==> src/rtl/ts_rate_pkg.sv <==
package ts_rate_pkg;

    localparam logic [7:0] TS_SYNC_BYTE  = 8'h47;
    localparam logic [7:0] TS_STUFF_BYTE = 8'hFF;
    localparam logic [7:0] NULL_HDR_B1   = 8'h1F;
    localparam logic [7:0] NULL_HDR_B3   = 8'h10;

    // FIFO word layout, MSB first
    typedef struct packed {
        logic       payload;  // 1 = payload byte, 0 = parity byte
        logic       sync;     // 1 = packet sync byte
        logic [7:0] data;
    } ts_word_t;

    typedef enum logic {
        ST_NULL = 1'b0,
        ST_FWD  = 1'b1
    } pkt_mode_e;

endpackage

==> src/rtl/ts_word_decode.sv <==
module ts_word_decode
    import ts_rate_pkg::*;
(
    input  logic [9:0] raw,
    input  logic       empty,
    output logic       present,
    output logic       sync_word,
    output logic       payload,
    output logic [7:0] data
);

    ts_word_t w;

    assign w         = ts_word_t'(raw);
    assign present   = !empty;
    assign sync_word = present & w.payload & w.sync;
    assign payload   = present & w.payload;
    assign data      = w.data;

endmodule

==> src/rtl/ts_slot_counter.sv <==
module ts_slot_counter #(
    parameter int PKT_LEN = 188,
    parameter int IDX_W   = $clog2(PKT_LEN)
) (
    input  logic             clk,
    input  logic             rst_n,
    output logic [IDX_W-1:0] idx_q,
    output logic [IDX_W-1:0] idx_next,
    output logic             boundary
);

    localparam logic [IDX_W-1:0] LAST_IDX = IDX_W'(PKT_LEN - 1);

    logic primed_q;

    assign boundary = !primed_q || (idx_q == LAST_IDX);
    assign idx_next = boundary ? '0 : idx_q + 1'b1;

    always_ff @(posedge clk or negedge rst_n) begin
        if (!rst_n) begin
            idx_q    <= '0;
            primed_q <= 1'b0;
        end else begin
            idx_q    <= idx_next;
            primed_q <= 1'b1;
        end
    end

    // the slot index never leaves the packet
    a_r3_idx_range: assert property (@(posedge clk) disable iff (!rst_n)
        idx_q <= LAST_IDX);

endmodule

==> src/rtl/ts_null_pattern.sv <==
module ts_null_pattern
    import ts_rate_pkg::*;
#(
    parameter int IDX_W = 8
) (
    input  logic [IDX_W-1:0] idx,
    output logic [7:0]       null_byte
);

    always_comb begin
        case (idx)
            IDX_W'(0): null_byte = TS_SYNC_BYTE;
            IDX_W'(1): null_byte = NULL_HDR_B1;
            IDX_W'(3): null_byte = NULL_HDR_B3;
            default:   null_byte = TS_STUFF_BYTE;
        endcase
    end

endmodule

==> src/rtl/ts_rate_adapter.sv <==
module ts_rate_adapter
    import ts_rate_pkg::*;
#(
    parameter int PKT_LEN = 188,
    parameter int LVL_W   = 12
) (
    input  logic             clk,
    input  logic             rst_n,
    input  logic [9:0]       fifo_rd_data,
    input  logic             fifo_empty,
    input  logic [LVL_W-1:0] fifo_level,
    output logic             fifo_rd_en,
    output logic [7:0]       ts_data,
    output logic             ts_valid,
    output logic             ts_start
);

    localparam int               IDX_W     = $clog2(PKT_LEN);
    localparam logic [LVL_W-1:0] LAUNCH_LV = LVL_W'(PKT_LEN);

    logic             head_present;
    logic             head_sync;
    logic             head_payload;
    logic [7:0]       head_data;
    logic [IDX_W-1:0] idx_q;
    logic [IDX_W-1:0] idx_next;
    logic             boundary;
    logic [7:0]       null_byte;
    logic             launch;
    logic             rd_want;
    logic [7:0]       byte_d;
    pkt_mode_e        mode_q;
    pkt_mode_e        mode_d;

    ts_word_decode u_decode (
        .raw       (fifo_rd_data),
        .empty     (fifo_empty),
        .present   (head_present),
        .sync_word (head_sync),
        .payload   (head_payload),
        .data      (head_data)
    );

    ts_slot_counter #(.PKT_LEN(PKT_LEN), .IDX_W(IDX_W)) u_slot (
        .clk      (clk),
        .rst_n    (rst_n),
        .idx_q    (idx_q),
        .idx_next (idx_next),
        .boundary (boundary)
    );

    ts_null_pattern #(.IDX_W(IDX_W)) u_null (
        .idx       (idx_next),
        .null_byte (null_byte)
    );

    assign launch = boundary && head_sync && (fifo_level >= LAUNCH_LV);

    // next-state logic: decided only at packet boundaries
    always_comb begin
        mode_d = mode_q;
        unique case (mode_q)
            ST_NULL: if (launch)              mode_d = ST_FWD;
            ST_FWD:  if (boundary && !launch) mode_d = ST_NULL;
        endcase
    end

    // output selection for the byte presented after the next edge
    always_comb begin
        rd_want = 1'b0;
        byte_d  = null_byte;
        unique case (mode_d)
            ST_FWD: begin
                rd_want = 1'b1;
                byte_d  = head_payload ? head_data : TS_STUFF_BYTE;
            end
            ST_NULL: begin
                rd_want = !head_sync;
                byte_d  = null_byte;
            end
        endcase
    end

    assign fifo_rd_en = rst_n && head_present && rd_want;

    // state register
    always_ff @(posedge clk or negedge rst_n) begin
        if (!rst_n) mode_q <= ST_NULL;
        else        mode_q <= mode_d;
    end

    // output registers
    always_ff @(posedge clk or negedge rst_n) begin
        if (!rst_n) begin
            ts_valid <= 1'b0;
            ts_start <= 1'b0;
            ts_data  <= '0;
        end else begin
            ts_valid <= 1'b1;
            ts_start <= boundary;
            ts_data  <= byte_d;
        end
    end

    // spacing tracker used by the packet-gap assertion
    logic [IDX_W:0] gap_q;
    logic           seen_start_q;

    always_ff @(posedge clk or negedge rst_n) begin
        if (!rst_n) begin
            gap_q        <= '0;
            seen_start_q <= 1'b0;
        end else if (ts_start) begin
            gap_q        <= '0;
            seen_start_q <= 1'b1;
        end else begin
            gap_q        <= gap_q + 1'b1;
        end
    end

    // never pop an empty FIFO
    a_r9_no_empty_read: assert property (@(posedge clk) disable iff (!rst_n)
        fifo_rd_en |-> !fifo_empty);

    // once valid, the stream stays valid
    a_r2_valid_hold: assert property (@(posedge clk) disable iff (!rst_n)
        ts_valid |=> ts_valid);

    // consecutive packet starts are exactly one packet apart
    a_r3_start_gap: assert property (@(posedge clk) disable iff (!rst_n)
        (ts_start && seen_start_q) |-> (gap_q == (IDX_W+1)'(PKT_LEN - 1)));

    // a forwarded packet only begins when the level reached the threshold
    a_r5_launch_level: assert property (@(posedge clk) disable iff (!rst_n)
        (ts_start && mode_q == ST_FWD) |-> ($past(fifo_level) >= LAUNCH_LV));

endmodule

==> config.mk <==
export PLATFORM = sky130hd
export DESIGN_NAME = ts_rate_adapter
export DESIGN_NICKNAME = d
export VERILOG_FILES = /design/src/rtl/ts_rate_pkg.sv /design/src/rtl/ts_word_decode.sv /design/src/rtl/ts_slot_counter.sv /design/src/rtl/ts_null_pattern.sv /design/src/rtl/ts_rate_adapter.sv
export SDC_FILE = /design/constraint.sdc
export NUM_CORES = 1
export LEC_CHECK = 0
export ABC_AREA = 1
export BUFFER_PORTS_ARGS = -buffer_cell sky130_fd_sc_hd__buf_2
export CORE_MARGIN = 2
export CORE_UTILIZATION = 45
export DETAILED_ROUTE_END_ITERATION = 8
export PLACE_DENSITY = 0.7
export SYNTH_ARGS = -nofsm -noshare
export SYNTH_HDL_FRONTEND = slang
export SYNTH_SLANG_ARGS = --single-unit
==> constraint.sdc <==
create_clock -name clk -period 2.5 [get_ports clk]
set_input_delay 0.25 -clock clk [delete_from_list [all_inputs] [get_ports clk]]
set_output_delay 0.25 -clock clk [all_outputs]
set_load 0.03 [all_outputs]
Word level (Yosys, flattened, before mapping). Cells that the tools add are included.

Add/sub/neg operators: 1. Multiply operators: 0. Divide/modulo/power cells: 0. $lt $le $gt $ge: 1. Eq/ne operators: 3. Shift operators: 0. Multiplexer cells: 8. Bitwise operators: 4. Reductions and logical operators: 11.

Operators with widths (count): case mux 8 bit (3 select lines) (1); two-way mux 8 bit (2); case mux 8 bit (2 select lines) (1); greater-or-equal comparator 12 x 8 -> 1 bit, second input constant (1); adder 8 x 1 -> 8 bit, second input constant (1); equality test 8 x 1 -> 1 bit, second input constant (1); equality test 8 x 2 -> 1 bit, second input constant (1); equality test 8 bit, second input constant (1); zero test 8 bit (1); logical AND 1 bit (5); zero test 1 bit (4); case mux 1 bit (2 select lines) (2); bitwise AND 1 bit (2); two-way mux 1 bit (2); inverter 1 bit (2); logical OR 1 bit (1).

Bits in registers: 19. Latch bits: 0. RAM bits: 0. Bits in read-only memories: 0. Output and inout port bits: 11. Memories: 0.

Longest topological paths before layout.
Word-level depth: 12. Depth in mapped cells: 11. Mapped depth without buffers: 11.

Hierarchy. A second synthesis with hierarchy kept.

Cells, all modules: 164. Area total of the unflattened synthesis: 1193.6 µm².

Modules (own cells, without submodules): ts_rate_adapter (times used 1, cells an instance 72, area each 549.3 µm², seq. area each 275.3 µm²); ts_slot_counter (times used 1, cells an instance 57, area each 457.9 µm², seq. area each 225.2 µm²); ts_null_pattern (times used 1, cells an instance 22, area each 102.6 µm², seq. area each 0.0 µm²); ts_word_decode (times used 1, cells an instance 13, area each 83.8 µm², seq. area each 0.0 µm²).

Worst setup path before layout. OpenSTA, ideal clock, no wires.

Path kind: register -> output. From: register u_slot.idx_q[0]. To: output port fifo_rd_en. Data arrival time: 1.504 ns. Required time: 2.250 ns. Slack: 0.746 ns. Stages on the path, launching flop included: 12. Buffers on the path: 1. Path through: dfrtp_1 ha_1 nand2_1 nor2_2 nand2_2 nand2_4 buf_12 nor2_2 nor2_4 nand3_1 nand2_1 inv_1.

Cells in the longest elaborated chain, start to end: 11. Elaborated cells on any way between the ends: 12. Those cells by class: 1 x eq/ne; 4 x mux; 1 x bitwise; 6 x reduce/logical.

RTL lines: from (decl) (RTL line ts_slot_counter.sv:7) `output logic [IDX_W-1:0] idx_q,`; from (signal assigned) (RTL line ts_slot_counter.sv:24) `idx_q <= idx_next;`; equality test 8 bit * (RTL line ts_slot_counter.sv:16) `assign boundary = !primed_q || (idx_q == LAST_IDX);`; logical OR 1 bit * (RTL line ts_slot_counter.sv:16); net boundary (RTL line ts_rate_adapter.sv:27) `logic boundary;`; logical AND 1 bit (2 in a row) (RTL line ts_rate_adapter.sv:57) `assign launch = boundary && head_sync && (fifo_level >= LAUNCH_LV);`; zero test 1 bit (RTL line ts_rate_adapter.sv:64) `ST_FWD: if (boundary && !launch) mode_d = ST_NULL;`; logical AND 1 bit (RTL line ts_rate_adapter.sv:64); two-way mux 1 bit (RTL line ts_rate_adapter.sv:64); case mux 1 bit (2 select lines) * (RTL line ts_rate_adapter.sv:62) `unique case (mode_q)`; inverter 1 bit (RTL line ts_rate_adapter.sv:72) `unique case (mode_d)`; case mux 1 bit (2 select lines) * (RTL line ts_rate_adapter.sv:72); logical AND 1 bit * (RTL line ts_rate_adapter.sv:84) `assign fifo_rd_en = rst_n && head_present && rd_want;`; to (decl) (RTL line ts_rate_adapter.sv:12) `output logic fifo_rd_en,`.

The timed path passes the listed nets; every way through them passes the cells marked *.

Worst setup path in the final report.
From: register u_slot.idx_q[0]. To: output port fifo_rd_en.

Cells in the longest elaborated chain, start to end: 11. Elaborated cells on any way between the ends: 12. Those cells by class: 1 x eq/ne; 4 x mux; 1 x bitwise; 6 x reduce/logical.

RTL lines (RTL line): equality test 8 bit * (ts_slot_counter.sv:16); logical OR 1 bit * (ts_slot_counter.sv:16); logical AND 1 bit (2 in a row) (ts_rate_adapter.sv:57); zero test 1 bit (ts_rate_adapter.sv:64); logical AND 1 bit (ts_rate_adapter.sv:64); two-way mux 1 bit (ts_rate_adapter.sv:64); case mux 1 bit (2 select lines) * (ts_rate_adapter.sv:62); inverter 1 bit (ts_rate_adapter.sv:72); case mux 1 bit (2 select lines) * (ts_rate_adapter.sv:72); logical AND 1 bit * (ts_rate_adapter.sv:84).

Mark *: on every way between the ends. The rest lies on a longest branch, timed or not.

==> flow_summary.ini <==
[yosys]
synthArstFlopShare_pct = 100
ys_seq_area_share_pct = 45.3
synth_common_cells = nand2_1, dfrtp_1, inv_1
synth_area_leaders = dfrtp_1, nand2_1, nand3_1, inv_1, nor2_1
ys_seq_elements = 19
synth_top_area_share_pct = 45.3
ys_warn_count = 0
syn_area_mm2 = 0.00105
synth_ff_type = dfrtp_1
synthCells = 127
avgSynthCellArea_um2 = 8.27
synth_edf_count = 0
yosys.area.top_type = dfrtp_1
yosysMostFrequentCell = nand2_1
synth_nets = 154
synthDistinctLibCells = 24

[place]
dpl_cell_area_mm2 = 0.00123
portBuffers = 33
dpl.hpwl_um = 1590
place_ws_ns = 0.570
gp_congestion = 0.810

[worst_hold_path]
worstHoldPathType = in -> reg
worstHoldStart = fifo_rd_data[4]

[sta]
fin_ws_ns = 0.252
period_share_pct = 89.9
max_freq_ghz = 0.445
grt_setup_unrepaired = no
hold_viol = 0
finalSetupTns_ns = 0
slew_violations = 0
fin_hold_ws_ns = 0.165
setup_viol_count_final = 0
fin_crit_ns = 2.25
clock_skew_ns = 0.00237

[route]
drcViolationCount = 0
drt-wirelength-per-cell_um = 10.3
via_per_inst = 4.83
drt_wl_total_um = 1980
drt_pass1_iterations = 4
num_vias = 928
final_antenna_net_count = 0
drtIter0Drc = 4

[setup_path]
reg2reg_slack_ns = 0.80
critPathKind = reg -> out
endpoint_kind = primary output
crit_chain = ha_1, nand2_1, nor2_2, nand2_2, nand2_4, nand3_1, nor2_2, nor2_4, nand3_1, nand2_1, inv_1, buf_2
cp_max_fo = 11
cp-start-kind = register
crit_buf_inv = 2
critPathSlowestCell = dfrtp_1
arrival_ns = 2.00
rr_startpoint = u_slot.idx_q[0]
critPathLaunch = u_slot.idx_q[0]
path_delay_family = simple AND/OR/NAND/NOR gates
crit_required_ns = 2.25
critPathMaxStageDelay_ns = 0.43

[cells_and_area]
final_nets = 192
final_area_mm2 = 0.00127
multi_input_area_um2 = 483
drive_gt1_share_pct = 33.5
nFillCells = 210
ff_latch_area_um2 = 475
areaGrowthSynthToFinish_pct = 21.0
diodes = 0

[die]
initial_core_util_pct = 47.5
num_rows = 17
dieHeight_um = 52.3
die_w_um = 52.3
placeableCoreArea_mm2 = 0.00221
ioPinCount = 36
dieArea_mm2 = 0.00274

[clock_tree]
cts_max_level = 1
clk_pin_slew_ns = 0.11
clockRootBuffer = clkbuf_4
cts_setup_buffers = 0
insertion_delay_ns = 0.30
tritoncts = built
cts_sinks = 19
numCtsBuffers = 3
cts_buffer_depth = 2

[global_route]
overflow = 0
track_usage_pct = 16.4
grt_max_degree = 21
first_global_vias = 836
antenna_found_initial = 0
grt_pass1_wl_um = 3300

[run_status]
outcome = finished, final reports clean

[job]
maxCapViolCount = 0

[power]
ir_drop_v = 0.000428
p_per_area_mw_per_mm2 = 516
leakage_nw = 0.655
state kept, by name, indices dropped and copies added (netlist names):
signal,flops
ts_data,8
mode_q,1
u_slot.idx_q,8
ts_start,1
u_slot.primed_q,1
final cells by class:
type / count / area share (%)
clock inverter: 1 / 0.394
clock buffer: 3 / 1.77
inverter: 17 / 5.22
multi-input combinational: 89 / 38.0
tap: 28 / 2.76
sequential: 19 / 37.4
timing repair buffer: 35 / 14.4
through the flow:
stage	total power, mW	std cells	utilization [%]
floorplan	0.453	127	-
global placement	0.504	187	55.6
detailed placement	0.507	187	55.6
CTS	0.664	192	57.3
global route	0.689	192	57.4
finish	0.656	192	57.4
tightest hold or removal path, stage by stage:
cell	delay, ns
buf_2	0.08
o21ai_1	0.06
nand2_1	0.05
final timing paths:
check | end | cells past startpoint
min in group asynchronous | u_slot.idx_q[6] | 3
min | ts_data[4] | 3
min reg2reg | u_slot.idx_q[6] | 2
max | fifo_rd_en | 12
max in group asynchronous | u_slot.idx_q[4] | 3
max reg2reg | ts_data[7] | 11
layer usage:
| metal | global-route usage (%) | vias to the layer above | wire (um) |
|---|---|---|---|
| met3 | 2.86 | 7 | 109 |
| met2 | 27.5 | 30 | 957 |
| met5 | 0 | - | 0 |
| met4 | 8.55 | 0 | 45 |
| li1 | - | 472 | - |
| met1 | 19.9 | 419 | 865 |
power breakdown:
part	switching [mW]	internal, mW	total [mW]
combinational	0.104	0.0525	0.157
sequential	0.0106	0.332	0.343
clock	0.0964	0.0596	0.156
what timing repair did:
item	in CTS	in global routing
gates resized for setup	0	1
setup endpoints to repair	0	1
endpoints found under the hold margin	19	0
hold buffers	1	0
layout by cell type, fill, tap and decap left out, types with 2 or more instances in the layout:
master / instances
buf_2: 33
nand2_1: 31
dfrtp_1: 19
inv_1: 15
nor2_1: 13
nand3_1: 12
o21ai_0: 6
nor2_2: 4
nor2_4: 4
clkbuf_4: 3
nand2_2: 2
a21oi_1: 2
xnor2_1: 2
nand4_1: 2
nand3_2: 2
o21ai_1: 2
ha_1: 2
logic make-up after synthesis:
| group | synth area share, % |
|---|---|
| AOI/OAI and AO/OA | 8.11 |
| buffers and inverters | 8.94 |
| xor gates and xnor gates | 1.67 |
| adders and majority gates | 2.38 |
| and+or+nand+nor | 33.3 |
| DFF | 45.3 |
| other | 0.357 |
(Power assumes the default switching activity.)
